===== src/rtl/sb_pkg.sv =====
package sb_pkg;

   typedef enum logic [1:0] {
      ST_IDLE     = 2'd0,
      ST_WAIT_OPS = 2'd1,
      ST_EXEC     = 2'd2,
      ST_DONE     = 2'd3
   } sb_stage_e;

endpackage


===== src/rtl/sb_regstat.sv =====
module sb_regstat #(
   parameter int NUM_FU  = 4,
   parameter int NUM_REG = 16,
   parameter int ID_W    = 3,
   parameter int REG_W   = 4
) (
   input  logic                     clk,
   input  logic                     rst_n,
   input  logic                     set_en,
   input  logic [REG_W-1:0]         set_reg,
   input  logic [ID_W-1:0]          set_id,
   input  logic [NUM_FU-1:0]        clr_en,
   input  logic [NUM_FU*REG_W-1:0]  clr_reg,
   input  logic [REG_W-1:0]         look_dst,
   input  logic [REG_W-1:0]         look_s1,
   input  logic [REG_W-1:0]         look_s2,
   output logic [ID_W-1:0]          id_dst,
   output logic [ID_W-1:0]          id_s1,
   output logic [ID_W-1:0]          id_s2
);

   logic [ID_W-1:0]    tab [NUM_REG];
   logic [NUM_REG-1:0] clr_hit;

   always_comb begin
      clr_hit = '0;
      for (int u = 0; u < NUM_FU; u++) begin
         if (clr_en[u]) clr_hit[clr_reg[u*REG_W +: REG_W]] = 1'b1;
      end
   end

   always_ff @(posedge clk) begin
      if (!rst_n) begin
         for (int r = 0; r < NUM_REG; r++) tab[r] <= '0;
      end else begin
         for (int r = 0; r < NUM_REG; r++) begin
            if (set_en && (set_reg == REG_W'(r))) tab[r] <= set_id;
            else if (clr_hit[r])                  tab[r] <= '0;
         end
      end
   end

   assign id_dst = tab[look_dst];
   assign id_s1  = tab[look_s1];
   assign id_s2  = tab[look_s2];

   AST_SET_ON_FREE: assert property (@(posedge clk) disable iff (!rst_n)
      set_en |-> (tab[set_reg] == '0));

   for (genvar u = 0; u < NUM_FU; u++) begin : g_own
      AST_CLEAR_OWNER: assert property (@(posedge clk) disable iff (!rst_n)
         clr_en[u] |-> (tab[clr_reg[u*REG_W +: REG_W]] == ID_W'(u + 1)));
   end

endmodule


===== src/rtl/sb_fu_slot.sv =====
module sb_fu_slot
   import sb_pkg::*;
#(
   parameter int NUM_FU = 4,
   parameter int ID_W   = 3,
   parameter int REG_W  = 4,
   parameter int OP_W   = 4
) (
   input  logic              clk,
   input  logic              rst_n,
   input  logic              issue_en,
   input  logic [OP_W-1:0]   iss_op,
   input  logic [REG_W-1:0]  iss_dst,
   input  logic [REG_W-1:0]  iss_s1,
   input  logic [REG_W-1:0]  iss_s2,
   input  logic [ID_W-1:0]   iss_q1,
   input  logic [ID_W-1:0]   iss_q2,
   input  logic [NUM_FU-1:0] wr_bcast,
   input  logic              done_i,
   input  logic              wr_ok,
   output logic              busy_o,
   output logic              rd_grant_o,
   output logic              wr_grant_o,
   output logic [OP_W-1:0]   op_o,
   output logic [REG_W-1:0]  dst_o,
   output logic [REG_W-1:0]  s1_o,
   output logic [REG_W-1:0]  s2_o,
   output logic              r1_o,
   output logic              r2_o
);

   localparam int ID_N = 1 << ID_W;

   sb_stage_e        stage;
   logic [ID_W-1:0]  q1, q2;
   logic [ID_N-1:0]  bc_id;

   // index by identifier: slot 0 means "no producer" and never fires
   assign bc_id = ID_N'({wr_bcast, 1'b0});

   assign busy_o     = (stage != ST_IDLE);
   assign rd_grant_o = (stage == ST_WAIT_OPS) && r1_o && r2_o;
   assign wr_grant_o = (stage == ST_DONE) && wr_ok;

   always_ff @(posedge clk) begin
      if (!rst_n) begin
         stage <= ST_IDLE;
         op_o  <= '0;
         dst_o <= '0;
         s1_o  <= '0;
         s2_o  <= '0;
         q1    <= '0;
         q2    <= '0;
         r1_o  <= 1'b0;
         r2_o  <= 1'b0;
      end else begin
         unique case (stage)
            ST_IDLE: if (issue_en) begin
               stage <= ST_WAIT_OPS;
               op_o  <= iss_op;
               dst_o <= iss_dst;
               s1_o  <= iss_s1;
               s2_o  <= iss_s2;
               q1    <= iss_q1;
               q2    <= iss_q2;
               r1_o  <= (iss_q1 == '0);
               r2_o  <= (iss_q2 == '0);
            end
            ST_WAIT_OPS: if (rd_grant_o) begin
               stage <= ST_EXEC;
               r1_o  <= 1'b0;
               r2_o  <= 1'b0;
            end else begin
               if (bc_id[q1]) begin
                  r1_o <= 1'b1;
                  q1   <= '0;
               end
               if (bc_id[q2]) begin
                  r2_o <= 1'b1;
                  q2   <= '0;
               end
            end
            ST_EXEC: if (done_i) stage <= ST_DONE;
            ST_DONE: if (wr_grant_o) begin
               stage <= ST_IDLE;
               q1    <= '0;
               q2    <= '0;
            end
            default: stage <= ST_IDLE;
         endcase
      end
   end

   AST_ISSUE_TO_IDLE: assert property (@(posedge clk) disable iff (!rst_n)
      issue_en |-> (stage == ST_IDLE));

   AST_READ_ONCE: assert property (@(posedge clk) disable iff (!rst_n)
      rd_grant_o |=> ((stage == ST_EXEC) && !r1_o && !r2_o && !rd_grant_o));

   AST_WAIT_HAS_PRODUCER: assert property (@(posedge clk) disable iff (!rst_n)
      ((stage == ST_WAIT_OPS) && !r1_o) |-> (q1 != '0));

   AST_WRITE_FREES: assert property (@(posedge clk) disable iff (!rst_n)
      wr_grant_o |=> !busy_o);

endmodule


===== src/rtl/sb_war_check.sv =====
module sb_war_check #(
   parameter int NUM_FU = 4,
   parameter int REG_W  = 4
) (
   input  logic [NUM_FU*REG_W-1:0] dst_f,
   input  logic [NUM_FU*REG_W-1:0] s1_f,
   input  logic [NUM_FU*REG_W-1:0] s2_f,
   input  logic [NUM_FU-1:0]       r1,
   input  logic [NUM_FU-1:0]       r2,
   output logic [NUM_FU-1:0]       wr_ok
);

   for (genvar u = 0; u < NUM_FU; u++) begin : g_writer
      logic [NUM_FU-1:0] block;
      for (genvar v = 0; v < NUM_FU; v++) begin : g_reader
         if (v == u) begin : g_self
            assign block[v] = 1'b0;
         end else begin : g_other
            assign block[v] =
               (r1[v] && (s1_f[v*REG_W +: REG_W] == dst_f[u*REG_W +: REG_W])) ||
               (r2[v] && (s2_f[v*REG_W +: REG_W] == dst_f[u*REG_W +: REG_W]));
         end
      end
      assign wr_ok[u] = ~|block;
   end

endmodule


===== src/rtl/sb_hazard_ctrl.sv =====
module sb_hazard_ctrl #(
   parameter int NUM_FU  = 4,
   parameter int NUM_REG = 16,
   parameter int OP_W    = 4,
   localparam int FU_SEL_W = (NUM_FU > 1) ? $clog2(NUM_FU) : 1,
   localparam int REG_W    = $clog2(NUM_REG)
) (
   input  logic                   clk,
   input  logic                   rst_n,
   input  logic                   iss_valid,
   input  logic [FU_SEL_W-1:0]    iss_fu,
   input  logic [OP_W-1:0]        iss_op,
   input  logic [REG_W-1:0]       iss_dst,
   input  logic [REG_W-1:0]       iss_src1,
   input  logic [REG_W-1:0]       iss_src2,
   input  logic [NUM_FU-1:0]      done,
   output logic                   iss_grant,
   output logic [NUM_FU-1:0]      rd_grant,
   output logic [NUM_FU-1:0]      wr_grant,
   output logic [NUM_FU-1:0]      fu_busy,
   output logic [NUM_FU*OP_W-1:0] fu_op
);

   localparam int ID_W = $clog2(NUM_FU + 1);
   localparam int ID_N = 1 << ID_W;

   if (NUM_FU < 2 || (1 << FU_SEL_W) != NUM_FU) begin : g_bad_fu
      $error("NUM_FU must be a power of two of at least 2");
   end
   if (NUM_REG < 2 || (1 << REG_W) != NUM_REG) begin : g_bad_reg
      $error("NUM_REG must be a power of two of at least 2");
   end
   if (OP_W < 1) begin : g_bad_op
      $error("OP_W must be positive");
   end

   logic [ID_W-1:0]         id_dst, id_s1, id_s2;
   logic [ID_W-1:0]         q1_new, q2_new;
   logic [ID_N-1:0]         bc_id;
   logic [NUM_FU*REG_W-1:0] dst_f, s1_f, s2_f;
   logic [NUM_FU-1:0]       r1, r2, wr_ok;

   assign bc_id     = ID_N'({wr_grant, 1'b0});
   assign iss_grant = iss_valid && !fu_busy[iss_fu] && (id_dst == '0);

   // a producer writing in this very cycle counts as already written
   assign q1_new = bc_id[id_s1] ? '0 : id_s1;
   assign q2_new = bc_id[id_s2] ? '0 : id_s2;

   sb_regstat #(
      .NUM_FU (NUM_FU),
      .NUM_REG(NUM_REG),
      .ID_W   (ID_W),
      .REG_W  (REG_W)
   ) u_regstat (
      .clk     (clk),
      .rst_n   (rst_n),
      .set_en  (iss_grant),
      .set_reg (iss_dst),
      .set_id  (ID_W'(iss_fu) + ID_W'(1)),
      .clr_en  (wr_grant),
      .clr_reg (dst_f),
      .look_dst(iss_dst),
      .look_s1 (iss_src1),
      .look_s2 (iss_src2),
      .id_dst  (id_dst),
      .id_s1   (id_s1),
      .id_s2   (id_s2)
   );

   for (genvar u = 0; u < NUM_FU; u++) begin : g_slot
      sb_fu_slot #(
         .NUM_FU(NUM_FU),
         .ID_W  (ID_W),
         .REG_W (REG_W),
         .OP_W  (OP_W)
      ) u_slot (
         .clk       (clk),
         .rst_n     (rst_n),
         .issue_en  (iss_grant && (iss_fu == FU_SEL_W'(u))),
         .iss_op    (iss_op),
         .iss_dst   (iss_dst),
         .iss_s1    (iss_src1),
         .iss_s2    (iss_src2),
         .iss_q1    (q1_new),
         .iss_q2    (q2_new),
         .wr_bcast  (wr_grant),
         .done_i    (done[u]),
         .wr_ok     (wr_ok[u]),
         .busy_o    (fu_busy[u]),
         .rd_grant_o(rd_grant[u]),
         .wr_grant_o(wr_grant[u]),
         .op_o      (fu_op[u*OP_W +: OP_W]),
         .dst_o     (dst_f[u*REG_W +: REG_W]),
         .s1_o      (s1_f[u*REG_W +: REG_W]),
         .s2_o      (s2_f[u*REG_W +: REG_W]),
         .r1_o      (r1[u]),
         .r2_o      (r2[u])
      );
   end

   sb_war_check #(
      .NUM_FU(NUM_FU),
      .REG_W (REG_W)
   ) u_war (
      .dst_f(dst_f),
      .s1_f (s1_f),
      .s2_f (s2_f),
      .r1   (r1),
      .r2   (r2),
      .wr_ok(wr_ok)
   );

   AST_ISSUE_TAKES: assert property (@(posedge clk) disable iff (!rst_n)
      iss_grant |=> fu_busy[$past(iss_fu)]);

   for (genvar u = 0; u < NUM_FU; u++) begin : g_war_chk
      for (genvar v = 0; v < NUM_FU; v++) begin : g_pair
         if (u != v) begin : g_diff
            AST_NO_WRITE_UNDER_READ: assert property (@(posedge clk) disable iff (!rst_n)
               (wr_grant[u] && rd_grant[v]) |->
                  ((s1_f[v*REG_W +: REG_W] != dst_f[u*REG_W +: REG_W]) &&
                   (s2_f[v*REG_W +: REG_W] != dst_f[u*REG_W +: REG_W])));
         end
      end
   end

endmodule


===== config.mk =====
export PLATFORM = sky130hd
export DESIGN_NAME = sb_hazard_ctrl
export DESIGN_NICKNAME = d
export VERILOG_FILES = /design/src/rtl/sb_pkg.sv /design/src/rtl/sb_regstat.sv /design/src/rtl/sb_fu_slot.sv /design/src/rtl/sb_war_check.sv /design/src/rtl/sb_hazard_ctrl.sv
export SDC_FILE = /design/constraint.sdc
export NUM_CORES = 1
export LEC_CHECK = 0
export ABC_AREA = 1
export BUFFER_PORTS_ARGS = -buffer_cell sky130_fd_sc_hd__clkbuf_2
export CORE_MARGIN = 2
export CORE_UTILIZATION = 30
export DETAILED_ROUTE_END_ITERATION = 10
export SYNTH_ARGS = -nofsm -noshare
export SYNTH_HDL_FRONTEND = slang
export SYNTH_SLANG_ARGS = --single-unit

===== constraint.sdc =====
create_clock -name clk -period 2.61 [get_ports clk]
set_input_delay 0.783 -clock clk [delete_from_list [all_inputs] [get_ports clk]]
set_output_delay 0.783 -clock clk [all_outputs]
set_load 0.05 [all_outputs]

==> flow_metrics.py <==
metrics = {
    "worst_hold_path": {
        "min-delay-start": "g_slot[3].u_slot.op_o[0]",
        "whs_endpoint": "g_slot[3].u_slot.op_o[0]",
        "hold_path.class": "flip-flop to flip-flop",
        "min_delay_path_depth": 2,
    },
    "layout": {
        "design_area_mm2": 0.0141,
        "fin_util": 0.397,
        "n_antenna_cell": 0,
        "nets": 1936,
        "fin_cells": 2365,
        "n_fill_cell": 3671,
        "area_growth_pct": 30.7,
        "drive_gt1_frac": 0.244,
    },
    "sta": {
        "holdWs_ns": 0.444,
        "fmax_mhz": 363,
        "finalCritPeriodShare": 1.06,
        "worst_slack_ns": -0.145,
        "setup-violations-final": 8,
        "setup_tns_ns": -0.371,
        "period_minus_slack_ns": 2.75,
        "skew_ns": 0.0101,
        "rsz0062_at_grt": "true",
        "hold_viol": 0,
        "drv_slew": 0,
        "timing.slew.headroom": 0.593,
        "tightest_slew_ns": 0.606,
    },
    "synthesis": {
        "yosysTopAreaCell": "dfxtp_1",
        "synth.top_cells.by_area": "dfxtp_1 19%, nand2_1 15%, edfxtp_1 13%",
        "synth_fp_nets": 1735,
        "synth_most_common_cell": "nand2_1",
        "ys_ff_latch": 152,
        "ys.warnings.count": 0,
        "syn_inst": 1690,
        "ys.flop_type": "dfxtp_1",
        "synth-seq-area-share": 0.327,
        "synth_edf_count": 48,
        "ys_types": 52,
        "syn_avg_cell_area_um2": 6.37,
        "yosysTopAreaCellShare": 0.193,
        "synthesis.area_mm2": 0.0108,
        "synth.cells.most_frequent": "428 x nand2_1, 243 x nor2_1, 188 x inv_1",
        "synthArstFlopShare": 0,
    },
    "routing": {
        "drt_iter0_drc": 1116,
        "vias": 12000,
        "drc": 0,
        "drtAntennaViolNets": 0,
        "wl_per_cell_um": 17.4,
        "vias_per_cell": 5.08,
        "wl_um": 41100,
        "firstDrtPassIters": 5,
    },
    "run_status": {
        "status": "finished with violations",
        "violations": "setup timing",
    },
    "flow_run": {
        "cap_violations": 0,
    },
    "cts": {
        "holdBufCountCts": 0,
        "cts_tree": "built",
        "clk_latency_ns": 0.44,
        "cts_buffers": 17,
        "htree_num_levels": 4,
        "cts.path.max_buffers": 2,
        "path_clk_slew_ns": 0.07,
        "clock_sink_count": 152,
        "clock-root-buffer": "clkbuf_16",
    },
    "die": {
        "die_h_um": 193,
        "start_util": 0.304,
        "core_mm2": 0.0355,
        "die_area_mm2": 0.0374,
        "die_x_um": 193,
        "rows": 69,
        "io_pins": 54,
    },
    "place": {
        "dpl_worst_slack_ns": -0.287,
        "gp_congestion": 0.927,
        "portBuffers": 53,
        "placed_cells": 2303,
        "hpwl_um": 31600,
        "place_area_mm2": 0.0127,
    },
    "power_and_ir_drop": {
        "p_int_mw": 5.78,
        "seqPwrFrac": 0.313,
        "clkPwrFrac": 0.264,
        "p_leak_nw": 6.26,
        "p_sw_mw": 4.10,
        "ir_drop_v": 0.000510,
        "total_power_mw": 9.89,
        "p_per_area_mw_per_mm2": 703,
        "comb_power_share": 0.423,
        "swShare": 0.415,
    },
    "critical_path": {
        "ff2ff_setup_slack_ns": -0.02,
        "critPathKind": "flip-flop to primary output",
        "r2r_cells": 16,
        "r2r-start": "g_slot[2].u_slot.dst_o[3]",
        "cp-end-kind": "primary output",
        "start_kind": "flip-flop",
        "reg2reg_to": "u_regstat.tab[11][1]",
        "crit_arrival_ns": 1.97,
        "cp.required_ns": 1.83,
        "cp_max_fo": 8,
    },
    "grt": {
        "grt_max_degree": 79,
        "antenna_found_initial": 0,
        "grt_pass1_wl_um": 63900,
        "track_usage": 0.218,
        "overflow": 0,
        "grt_pass1_vias": 11500,
    },
}
[layer usage]
metal  GRT usage  vias up  share of wire
met5           0        -              0
met4      0.0828        0          0.034
met3      0.0288       84          0.068
met2       0.364      444           0.47
met1       0.286     5639           0.43
li1            -     5841              -
[worst max path at each step]
stage	cells after the start	end	startpoint
global route	11	wr_grant[2]	g_slot[2].u_slot.dst_o[1]
floorplan	10	u_regstat.tab[9][0]	iss_fu[0]
detailed placement	13	u_regstat.tab[3][2]	iss_dst[0]
global placement	13	u_regstat.tab[9][0]	iss_dst[0]
finish	10	wr_grant[2]	g_slot[2].u_slot.dst_o[3]
CTS	11	wr_grant[0]	g_slot[0].u_slot.dst_o[0]
[state kept, by name (all words and copies together), names as in the netlist]
signal,flops
g_slot.u_slot.stage,8
g_slot.u_slot.dst_o,16
g_slot.u_slot.q1,12
g_slot.u_slot.s2_o,16
g_slot.u_slot.s1_o,16
g_slot.u_slot.q2,12
g_slot.u_slot.op_o,16
g_slot.u_slot.r1_o,4
g_slot.u_slot.r2_o,4
u_regstat.tab,48
[what timing repair did]
action,in CTS,in global routing
pin swaps,26,25
setup endpoints to repair,14,49
setup buffers,20,11
gates resized for setup,107,84
[cell type report]
cell class | instances | area [um^2] | share of cell area
Multi-Input combinational cell | 1239 | 6220 | 0.442
Sequential cell | 152 | 3590 | 0.255
Timing Repair Buffer | 263 | 2200 | 0.156
Inverter | 218 | 870 | 0.0618
Tap cell | 461 | 577 | 0.0410
Clock buffer | 17 | 425 | 0.0302
Clock inverter | 15 | 184 | 0.0131
[critical path, cell delays in order, from the launching register on]
cell and delay, ns:
dfxtp_4 0.43, inv_4 0.07, nand2_1 0.06, nand2_1 0.04, nor2_1 0.15, nand3_1 0.11, nand2_2 0.11, nor2_4 0.06
nand3_4 0.10, clkinvlp_4 0.19, buf_12 0.20
[power by group through the flow]
stage	Clock, mW	Sequential, mW	Combinational (mW)
after floorplan	0	3.05	2.49
after global placement	0	3.10	3.73
after detailed placement	0	3.12	3.78
after CTS	2.65	3.08	4.05
after global routing	2.73	3.13	4.61
final	2.61	3.10	4.18
[cells by family after synthesis]
logic type,synth area share
simple gates,0.344
buf+inv,0.120
flops,0.327
compound gates,0.163
fa+ha+maj,0.0232
xor+xnor,0.0228
[layout by cell type, fill, tap and decap left out, types with 15 or more instances in the layout]
cell	count
ha_1	15
a21oi_1	124
nand3_1	122
inv_1	170
dfxtp_2	21
xnor2_1	25
clkbuf_2	41
o211ai_1	16
clkbuf_16	17
o21ai_0	68
o21ai_1	74
o21ai_2	16
buf_6	15
nor2_1	236
nor3_1	15
buf_12	19
edfxtp_1	48
inv_2	28
nand2_2	19
dfxtp_1	71
nand4_1	18
buf_4	180
nand2_1	411
Note: power is estimated with default switching activity, not from simulation.
